==> src/rtl/redirect_pkg.sv <==
package redirect_pkg;

    localparam logic [5:0] OP_JUMP = 6'h1A;
    localparam logic [5:0] OP_BR   = 6'h30;
    localparam logic [5:0] OP_BSR  = 6'h34;
    localparam logic [5:0] OP_BEQ  = 6'h38;
    localparam logic [5:0] OP_BNE  = 6'h39;
    localparam logic [5:0] OP_BLT  = 6'h3A;
    localparam logic [5:0] OP_BGE  = 6'h3B;
    localparam logic [5:0] OP_BLE  = 6'h3C;
    localparam logic [5:0] OP_BGT  = 6'h3D;

    localparam logic [4:0] ZERO_REG = 5'd31;

    typedef enum logic [3:0] {
        XFER_NONE,
        XFER_COND,
        XFER_BR,
        XFER_BSR,
        XFER_JMP,
        XFER_CALL,
        XFER_RET,
        XFER_CORO
    } xfer_e;

    typedef enum logic [1:0] {
        JK_PLAIN = 2'b00,
        JK_CALL  = 2'b01,
        JK_RET   = 2'b10,
        JK_CORO  = 2'b11
    } jkind_e;

endpackage

==> src/rtl/redirect_decode.sv <==
module redirect_decode
    import redirect_pkg::*;
#(
    parameter int XLEN  = 64,
    parameter int DISPW = 21
) (
    input  logic [31:0]      instr,
    input  logic [XLEN-1:0]  ra_val,
    output xfer_e            kind,
    output logic             take,
    output logic             link_we,
    output logic [4:0]       ra_idx,
    output logic [DISPW-1:0] disp,
    output logic             use_reg,
    output logic             push,
    output logic             pop
);

    logic [5:0] opcode;
    logic       is_zero;
    logic       is_neg;
    logic       cond_hit;
    jkind_e     jkind;

    assign opcode  = instr[31:26];
    assign ra_idx  = instr[25:21];
    assign disp    = instr[DISPW-1:0];
    assign jkind   = jkind_e'(instr[15:14]);
    assign is_zero = (ra_val == '0);
    assign is_neg  = ra_val[XLEN-1];

    always_comb begin
        unique case (opcode)
            OP_BEQ:  cond_hit = is_zero;
            OP_BNE:  cond_hit = !is_zero;
            OP_BLT:  cond_hit = is_neg;
            OP_BGE:  cond_hit = !is_neg;
            OP_BLE:  cond_hit = is_neg || is_zero;
            OP_BGT:  cond_hit = !is_neg && !is_zero;
            default: cond_hit = 1'b0;
        endcase
    end

    always_comb begin
        unique case (opcode)
            OP_BEQ, OP_BNE, OP_BLT,
            OP_BGE, OP_BLE, OP_BGT: kind = XFER_COND;
            OP_BR:                  kind = XFER_BR;
            OP_BSR:                 kind = XFER_BSR;
            OP_JUMP: begin
                unique case (jkind)
                    JK_PLAIN: kind = XFER_JMP;
                    JK_CALL:  kind = XFER_CALL;
                    JK_RET:   kind = XFER_RET;
                    JK_CORO:  kind = XFER_CORO;
                    default:  kind = XFER_JMP;
                endcase
            end
            default:                kind = XFER_NONE;
        endcase
    end

    always_comb begin
        take    = 1'b0;
        use_reg = 1'b0;
        push    = 1'b0;
        pop     = 1'b0;
        link_we = 1'b0;
        unique case (kind)
            XFER_COND: take = cond_hit;
            XFER_BR: begin
                take    = 1'b1;
                link_we = 1'b1;
            end
            XFER_BSR: begin
                take    = 1'b1;
                link_we = 1'b1;
                push    = 1'b1;
            end
            XFER_JMP: begin
                take    = 1'b1;
                use_reg = 1'b1;
                link_we = 1'b1;
            end
            XFER_CALL: begin
                take    = 1'b1;
                use_reg = 1'b1;
                link_we = 1'b1;
                push    = 1'b1;
            end
            XFER_RET: begin
                take    = 1'b1;
                use_reg = 1'b1;
                link_we = 1'b1;
                pop     = 1'b1;
            end
            XFER_CORO: begin
                take    = 1'b1;
                use_reg = 1'b1;
                link_we = 1'b1;
                push    = 1'b1;
                pop     = 1'b1;
            end
            default: take = 1'b0;
        endcase
        if (ra_idx == ZERO_REG) begin
            link_we = 1'b0;
        end
    end

endmodule

==> src/rtl/redirect_target.sv <==
module redirect_target #(
    parameter int XLEN  = 64,
    parameter int DISPW = 21
) (
    input  logic [XLEN-3:0]  pc_word,
    input  logic [DISPW-1:0] disp,
    input  logic [XLEN-1:0]  rb_val,
    input  logic             use_reg,
    output logic [XLEN-1:0]  seq_pc,
    output logic [XLEN-1:0]  target
);

    localparam int EXTW = XLEN - DISPW - 2;

    logic [XLEN-1:0] pc_byte;
    logic [XLEN-1:0] offset;
    logic [XLEN-1:0] rel_tgt;
    logic [XLEN-1:0] reg_tgt;

    assign pc_byte = {pc_word, 2'b00};
    assign seq_pc  = pc_byte + XLEN'(4);
    assign offset  = {{EXTW{disp[DISPW-1]}}, disp, 2'b00};
    assign rel_tgt = seq_pc + offset;
    assign reg_tgt = {rb_val[XLEN-1:2], 2'b00};
    assign target  = use_reg ? reg_tgt : rel_tgt;

endmodule

==> src/rtl/redirect_ras.sv <==
module redirect_ras #(
    parameter int XLEN  = 64,
    parameter int DEPTH = 8
) (
    input  logic            clk,
    input  logic            rst_n,
    input  logic            push,
    input  logic            pop,
    input  logic [XLEN-1:0] push_val,
    output logic [XLEN-1:0] top_val
);

    localparam int PW = $clog2(DEPTH);

    logic [XLEN-1:0] slots [DEPTH];
    logic [PW-1:0]   sp;
    logic [PW-1:0]   top_idx;

    assign top_idx = sp - PW'(1);
    assign top_val = slots[top_idx];

    always_ff @(posedge clk or negedge rst_n) begin
        if (!rst_n) begin
            sp <= '0;
            for (int i = 0; i < DEPTH; i++) begin
                slots[i] <= '0;
            end
        end else begin
            unique case ({push, pop})
                2'b10: begin
                    slots[sp] <= push_val;
                    sp        <= sp + PW'(1);
                end
                2'b01: sp <= top_idx;
                2'b11: slots[top_idx] <= push_val;
                default: sp <= sp;
            endcase
        end
    end

    a_r9_push_advances: assert property (@(posedge clk) disable iff (!rst_n)
        (push && !pop) |=> (sp == $past(sp) + PW'(1)));

    a_r9_pop_retreats: assert property (@(posedge clk) disable iff (!rst_n)
        (pop && !push) |=> (sp == $past(sp) - PW'(1)));

    a_r8_swap_holds_depth: assert property (@(posedge clk) disable iff (!rst_n)
        (push && pop) |=> $stable(sp));

    a_r8_swap_writes_top: assert property (@(posedge clk) disable iff (!rst_n)
        (push && pop) |=> (top_val == $past(push_val)));

endmodule

==> src/rtl/redirect_unit.sv <==
module redirect_unit
    import redirect_pkg::*;
#(
    parameter int XLEN      = 64,
    parameter int DISPW     = 21,
    parameter int RAS_DEPTH = 8
) (
    input  logic             clk,
    input  logic             rst_n,
    input  logic             valid_i,
    input  logic [31:0]      instr_i,
    input  logic [XLEN-3:0]  pc_i,
    input  logic [XLEN-1:0]  ra_val_i,
    input  logic [XLEN-1:0]  rb_val_i,
    output logic             out_valid_o,
    output logic             taken_o,
    output logic [XLEN-1:0]  next_pc_o,
    output logic             link_we_o,
    output logic [4:0]       link_reg_o,
    output logic [XLEN-1:0]  link_data_o,
    output logic             ras_push_o,
    output logic             ras_pop_o,
    output logic [XLEN-1:0]  ras_pred_o
);

    xfer_e            kind;
    logic             take;
    logic             link_req;
    logic [4:0]       ra_idx;
    logic [DISPW-1:0] disp;
    logic             use_reg;
    logic             push_req;
    logic             pop_req;
    logic [XLEN-1:0]  seq_pc;
    logic [XLEN-1:0]  target;
    logic [XLEN-1:0]  top_val;
    logic             do_push;
    logic             do_pop;

    redirect_decode #(.XLEN(XLEN), .DISPW(DISPW)) u_decode (
        .instr   (instr_i),
        .ra_val  (ra_val_i),
        .kind    (kind),
        .take    (take),
        .link_we (link_req),
        .ra_idx  (ra_idx),
        .disp    (disp),
        .use_reg (use_reg),
        .push    (push_req),
        .pop     (pop_req)
    );

    redirect_target #(.XLEN(XLEN), .DISPW(DISPW)) u_target (
        .pc_word (pc_i),
        .disp    (disp),
        .rb_val  (rb_val_i),
        .use_reg (use_reg),
        .seq_pc  (seq_pc),
        .target  (target)
    );

    assign do_push = valid_i && push_req;
    assign do_pop  = valid_i && pop_req;

    redirect_ras #(.XLEN(XLEN), .DEPTH(RAS_DEPTH)) u_ras (
        .clk      (clk),
        .rst_n    (rst_n),
        .push     (do_push),
        .pop      (do_pop),
        .push_val (seq_pc),
        .top_val  (top_val)
    );

    always_ff @(posedge clk or negedge rst_n) begin
        if (!rst_n) begin
            out_valid_o <= 1'b0;
            taken_o     <= 1'b0;
            next_pc_o   <= '0;
            link_we_o   <= 1'b0;
            link_reg_o  <= '0;
            link_data_o <= '0;
            ras_push_o  <= 1'b0;
            ras_pop_o   <= 1'b0;
            ras_pred_o  <= '0;
        end else begin
            out_valid_o <= valid_i;
            taken_o     <= valid_i && take;
            next_pc_o   <= !valid_i ? '0 : (take ? target : seq_pc);
            link_we_o   <= valid_i && link_req;
            link_reg_o  <= (valid_i && link_req) ? ra_idx : '0;
            link_data_o <= (valid_i && link_req) ? seq_pc : '0;
            ras_push_o  <= do_push;
            ras_pop_o   <= do_pop;
            ras_pred_o  <= do_pop ? top_val : '0;
        end
    end

    a_r1_quiet_after_reset: assert property (@(posedge clk)
        !rst_n |=> (!out_valid_o && !taken_o && !link_we_o && !ras_push_o && !ras_pop_o));

    a_r2_one_cycle: assert property (@(posedge clk) disable iff (!rst_n)
        valid_i |=> out_valid_o);

    a_r2_idle_not_taken: assert property (@(posedge clk) disable iff (!rst_n)
        !valid_i |=> (!taken_o && !ras_push_o && !ras_pop_o));

    a_r5_link_is_next: assert property (@(posedge clk) disable iff (!rst_n)
        valid_i |=> (!link_we_o || (link_data_o == {$past(pc_i), 2'b00} + XLEN'(4))));

    a_r7_old_rb_target: assert property (@(posedge clk) disable iff (!rst_n)
        (valid_i && instr_i[31:26] == OP_JUMP) |=>
            (taken_o && next_pc_o[XLEN-1:2] == $past(rb_val_i[XLEN-1:2])));

    a_r10_no_zero_reg: assert property (@(posedge clk) disable iff (!rst_n)
        link_we_o |-> (link_reg_o != ZERO_REG));

    a_r11_stack_only_when_taken: assert property (@(posedge clk) disable iff (!rst_n)
        (ras_push_o || ras_pop_o) |-> taken_o);

endmodule

==> config.mk <==
export PLATFORM = sky130hd
export DESIGN_NAME = redirect_unit
export DESIGN_NICKNAME = d
export VERILOG_FILES = /design/src/rtl/redirect_pkg.sv /design/src/rtl/redirect_decode.sv /design/src/rtl/redirect_target.sv /design/src/rtl/redirect_ras.sv /design/src/rtl/redirect_unit.sv
export SDC_FILE = /design/constraint.sdc
export NUM_CORES = 2
export LEC_CHECK = 0
export CORE_UTILIZATION = 50
export CTS_CLUSTER_SIZE = 14
export DETAILED_ROUTE_END_ITERATION = 12
export DONT_BUFFER_PORTS = 1
export GPL_TIMING_DRIVEN = 0
export HOLD_SLACK_MARGIN = 0.15
export PLACE_DENSITY = 0.75
export SYNTH_ARGS = -nofsm -noshare
export SYNTH_HDL_FRONTEND = slang
export SYNTH_HIERARCHICAL = 1
export SYNTH_SLANG_ARGS = --single-unit
==> constraint.sdc <==
create_clock -name clk -period 5.07 [get_ports clk]
set_input_delay 1.014 -clock clk [delete_from_list [all_inputs] [get_ports clk]]
set_output_delay 1.014 -clock clk [all_outputs]
set_load 0.03 [all_outputs]
==> results.py <==
metrics = {
    "power_and_ir_drop": {
        "vdd_ir_drop_max_uv": 266,
        "power.share.clock_pct": 37.6,
        "p_int_w": 0.0108,
        "register_share_of_total_power_pct": 39.9,
        "power_density_mw_per_mm2": 373,
        "power.static_leakage_nw": 20.0,
        "power.switching_w": 0.00477,
        "p_comb_share_pct": 22.4,
        "power.switching_fraction_pct": 30.6,
    },
    "floorplanning": {
        "initial_core_util_pct": 50.8,
        "full_die_area_mm2": 0.0741,
        "placement_row_count": 98,
        "die_y_um": 272,
        "ioPinCount": 427,
        "die_w_um": 272,
        "core_area_mm2": 0.0719,
    },
    "timing": {
        "setup_viol": 0,
        "worst-slew-pin-transition_ns": 4.04,
        "finalSetupTns_ns": 0,
        "final_slew_viol_count": 619,
        "finalWorstSetupSlack_ns": 0.0768,
        "clock.fmax_ghz": 0.200,
        "hold_viol": 0,
        "slew-limit-headroom_pct": -169,
        "period_needed_ns": 4.99,
        "final_min_period_over_clock_period_pct": 98.5,
        "fin_skew_ns": 0.0319,
    },
    "cts": {
        "clock_sink_total": 717,
        "htree_levels": 3,
        "tritoncts.num_buffers": 78,
        "cts-root-buf": "clkbuf_16",
        "clockBufferDepth": 3,
        "worst_setup_hold_path_clk_slew_ns": 0.06,
        "insertion_delay_ns": 0.63,
        "cts_tree": "yes",
    },
    "setup_path": {
        "critical_path.top_delay_family": "simple AND/OR/NAND/NOR gates",
        "rr_startpoint": "u_ras/sp[0]",
        "cp_slowest_cell": "xor2_2",
        "crit_path_end_kind": "register",
        "worst-r2r-setup-slack_ns": 0.20,
        "critical_path_peak_fanout": 7,
        "worstPathCellList": "ha_1 -> nand2_1 -> nor3_4 -> buf_12 -> nand4_1 -> buf_4 -> clkinvlp_4 -> buf_12 -> and4b_2 -> nand2_2 -> nor3_2 -> xor2_2 -> ha_1 -> clkbuf_1 -> a21o_1 -> a21oi_1 -> o21ai_0 -> a21oi_1 -> o21a_1 -> o31ai_4 -> xnor2_2 -> o21ai_1 -> mux2i_1 -> nor2b_2",
        "worst_ep_arrival_time_ns": 5.51,
        "worst-setup-path-type": "input pin to register",
        "worst_setup_path_start_kind": "input pin",
        "worst-r2r-cell-count": 12,
        "cp.buffers_inverters": 5,
        "worst_ep_required_time_ns": 5.58,
        "r2r_end": "ras_pred_o[63]",
        "crit_path_max_incr_delay_ns": 0.35,
    },
    "min_path": {
        "hold_path.class": "input pin to asynchronous set/reset pin",
    },
    "drt": {
        "drtPass1Iterations": 6,
        "wirelength_um": 112000,
        "detail_route.drc_violations": 0,
        "avgRoutedWirePerCell_um": 27.6,
        "drtIter0Drc": 2384,
        "routed_via_density": 6.21,
        "detailroute.via_count": 25300,
        "route.antenna.remaining_nets": 0,
    },
    "global_routing": {
        "antenna_found_initial": 20,
        "via_count_of_the_first_global_routing_pass": 26400,
        "grt_start_max_net_pins": 718,
        "grt_pass1_wl_um": 167000,
        "grt_remaining_overflow": 0,
        "globalRouteTotalUtil_pct": 30.2,
    },
    "place": {
        "dp_slack_ns": -2.76,
        "portBuffers": 0,
        "detailed_place_hpwl_um": 78900,
        "finalWeightedCongestion": 1.04,
    },
    "final_layout": {
        "area.growth.synth_to_final_pct": 14.5,
        "num-nets-final": 3350,
        "drive_gt1_share_pct": 32.7,
        "regArea_mm2": 0.0179,
        "area_of_the_multi_input_gates_mm2": 0.0182,
        "fill_cell_total_of_the_finished_layout": 5586,
    },
    "yosys": {
        "syn_area_mm2": 0.0365,
        "ys.warnings.count": 6,
        "syn-instance-count": 2921,
        "avg_synthesized_cell_area_um2": 12.5,
    },
    "outcome": {
        "failed_checks": "max-slew violations",
        "outcome": "complete, but fails checks",
    },
    "run": {
        "drv.max_cap_violation_count": 0,
    },
}
-- final cells by class --
cell class / count / area share [%]
Clock inverter: 31 / 0.890
Antenna cell: 10 / 0.0599
Timing Repair Buffer: 59 / 1.17
Buffer: 199 / 2.92
Clock buffer: 112 / 5.44
Sequential cell: 717 / 43.0
Tap cell: 950 / 2.85
Multi-Input combinational cell: 1974 / 43.5
Inverter: 25 / 0.234
-- power groups by stage --
stage / clock (W) / sequential, W / combinational, W
floorplan: 0 / 0.00626 / 0.00234
global placement: 0 / 0.00628 / 0.00330
detailed placement: 0 / 0.00631 / 0.00337
CTS: 0.00593 / 0.00621 / 0.00342
global route: 0.00617 / 0.00624 / 0.00369
finish: 0.00586 / 0.00622 / 0.00349
-- sequential cells by signal, summed over array words and instances, names as in the netlist --
signal	count
link_data_o	64
next_pc_o	64
taken_o	1
u_ras/slots	512
link_reg_o	5
out_valid_o	1
ras_push_o	1
link_we_o	1
u_ras/sp	3
ras_pop_o	1
ras_pred_o	64
-- metrics by stage --
stage	hold slack [ns]	util (%)	instances	power, W	area (µm²)
floorplan	0.452	-	2924	0.00860	36500
global placement	0.462	52.4	3874	0.00958	37700
detailed placement	0.472	52.5	3875	0.00968	37700
CTS	0.0902	57.2	4033	0.0156	41100
global route	0.0980	58.1	4071	0.0161	41800
finish	0.123	58.1	4077	0.0156	41800
-- worst register-to-register path, delay by kind of cell (launching register included) --
kind	cells	cell delay [ns]
buf+inv	7	3.29
fa+ha+maj	1	0.29
simple gates	3	0.37
flops	1	0.38
mux	1	0.41
-- metal layers --
layer,track usage [%],wire (µm),up-vias,share of wire [%]
met4,13.9,4870,16,4.3
met3,7.68,9330,241,8.3
met5,0,117,-,0.10
met1,39.5,44700,13200,40
li1,-,-,10800,-
met2,47.2,53400,1163,47
-- worst max path at each step --
stage / from / end / cells past startpoint
3_5_place_dp: pc_i[0] / next_pc_o[61] / 20
2_1_floorplan: pc_i[0] / next_pc_o[57] / 22
5_1_grt: pc_i[0] / next_pc_o[63] / 24
4_1_cts: pc_i[10] / next_pc_o[63] / 19
6_report: pc_i[0] / next_pc_o[63] / 24
3_3_place_gp: pc_i[0] / next_pc_o[63] / 21
-- timing repair --
item,4_1_cts,5_1_grt
pin swaps,16,23
endpoints found under the hold margin,500,221
buffers inserted,17,41
setup endpoints to repair,48,24
resized for setup,91,54
-- layout by cell type, fill, tap and decap left out, drive strengths merged, types with 42 or more instances in the layout --
cell / n
dfrtp: 717
mux2: 515
nand2: 335
buf: 185
clkbuf: 185
and3: 145
mux4: 128
o21ai: 105
a21oi: 82
xnor2: 73
mux2i: 71
nor2b: 71
ha: 70
nor2: 55
xor2: 49
nand4: 42
Power figures use the tool's default switching activity.
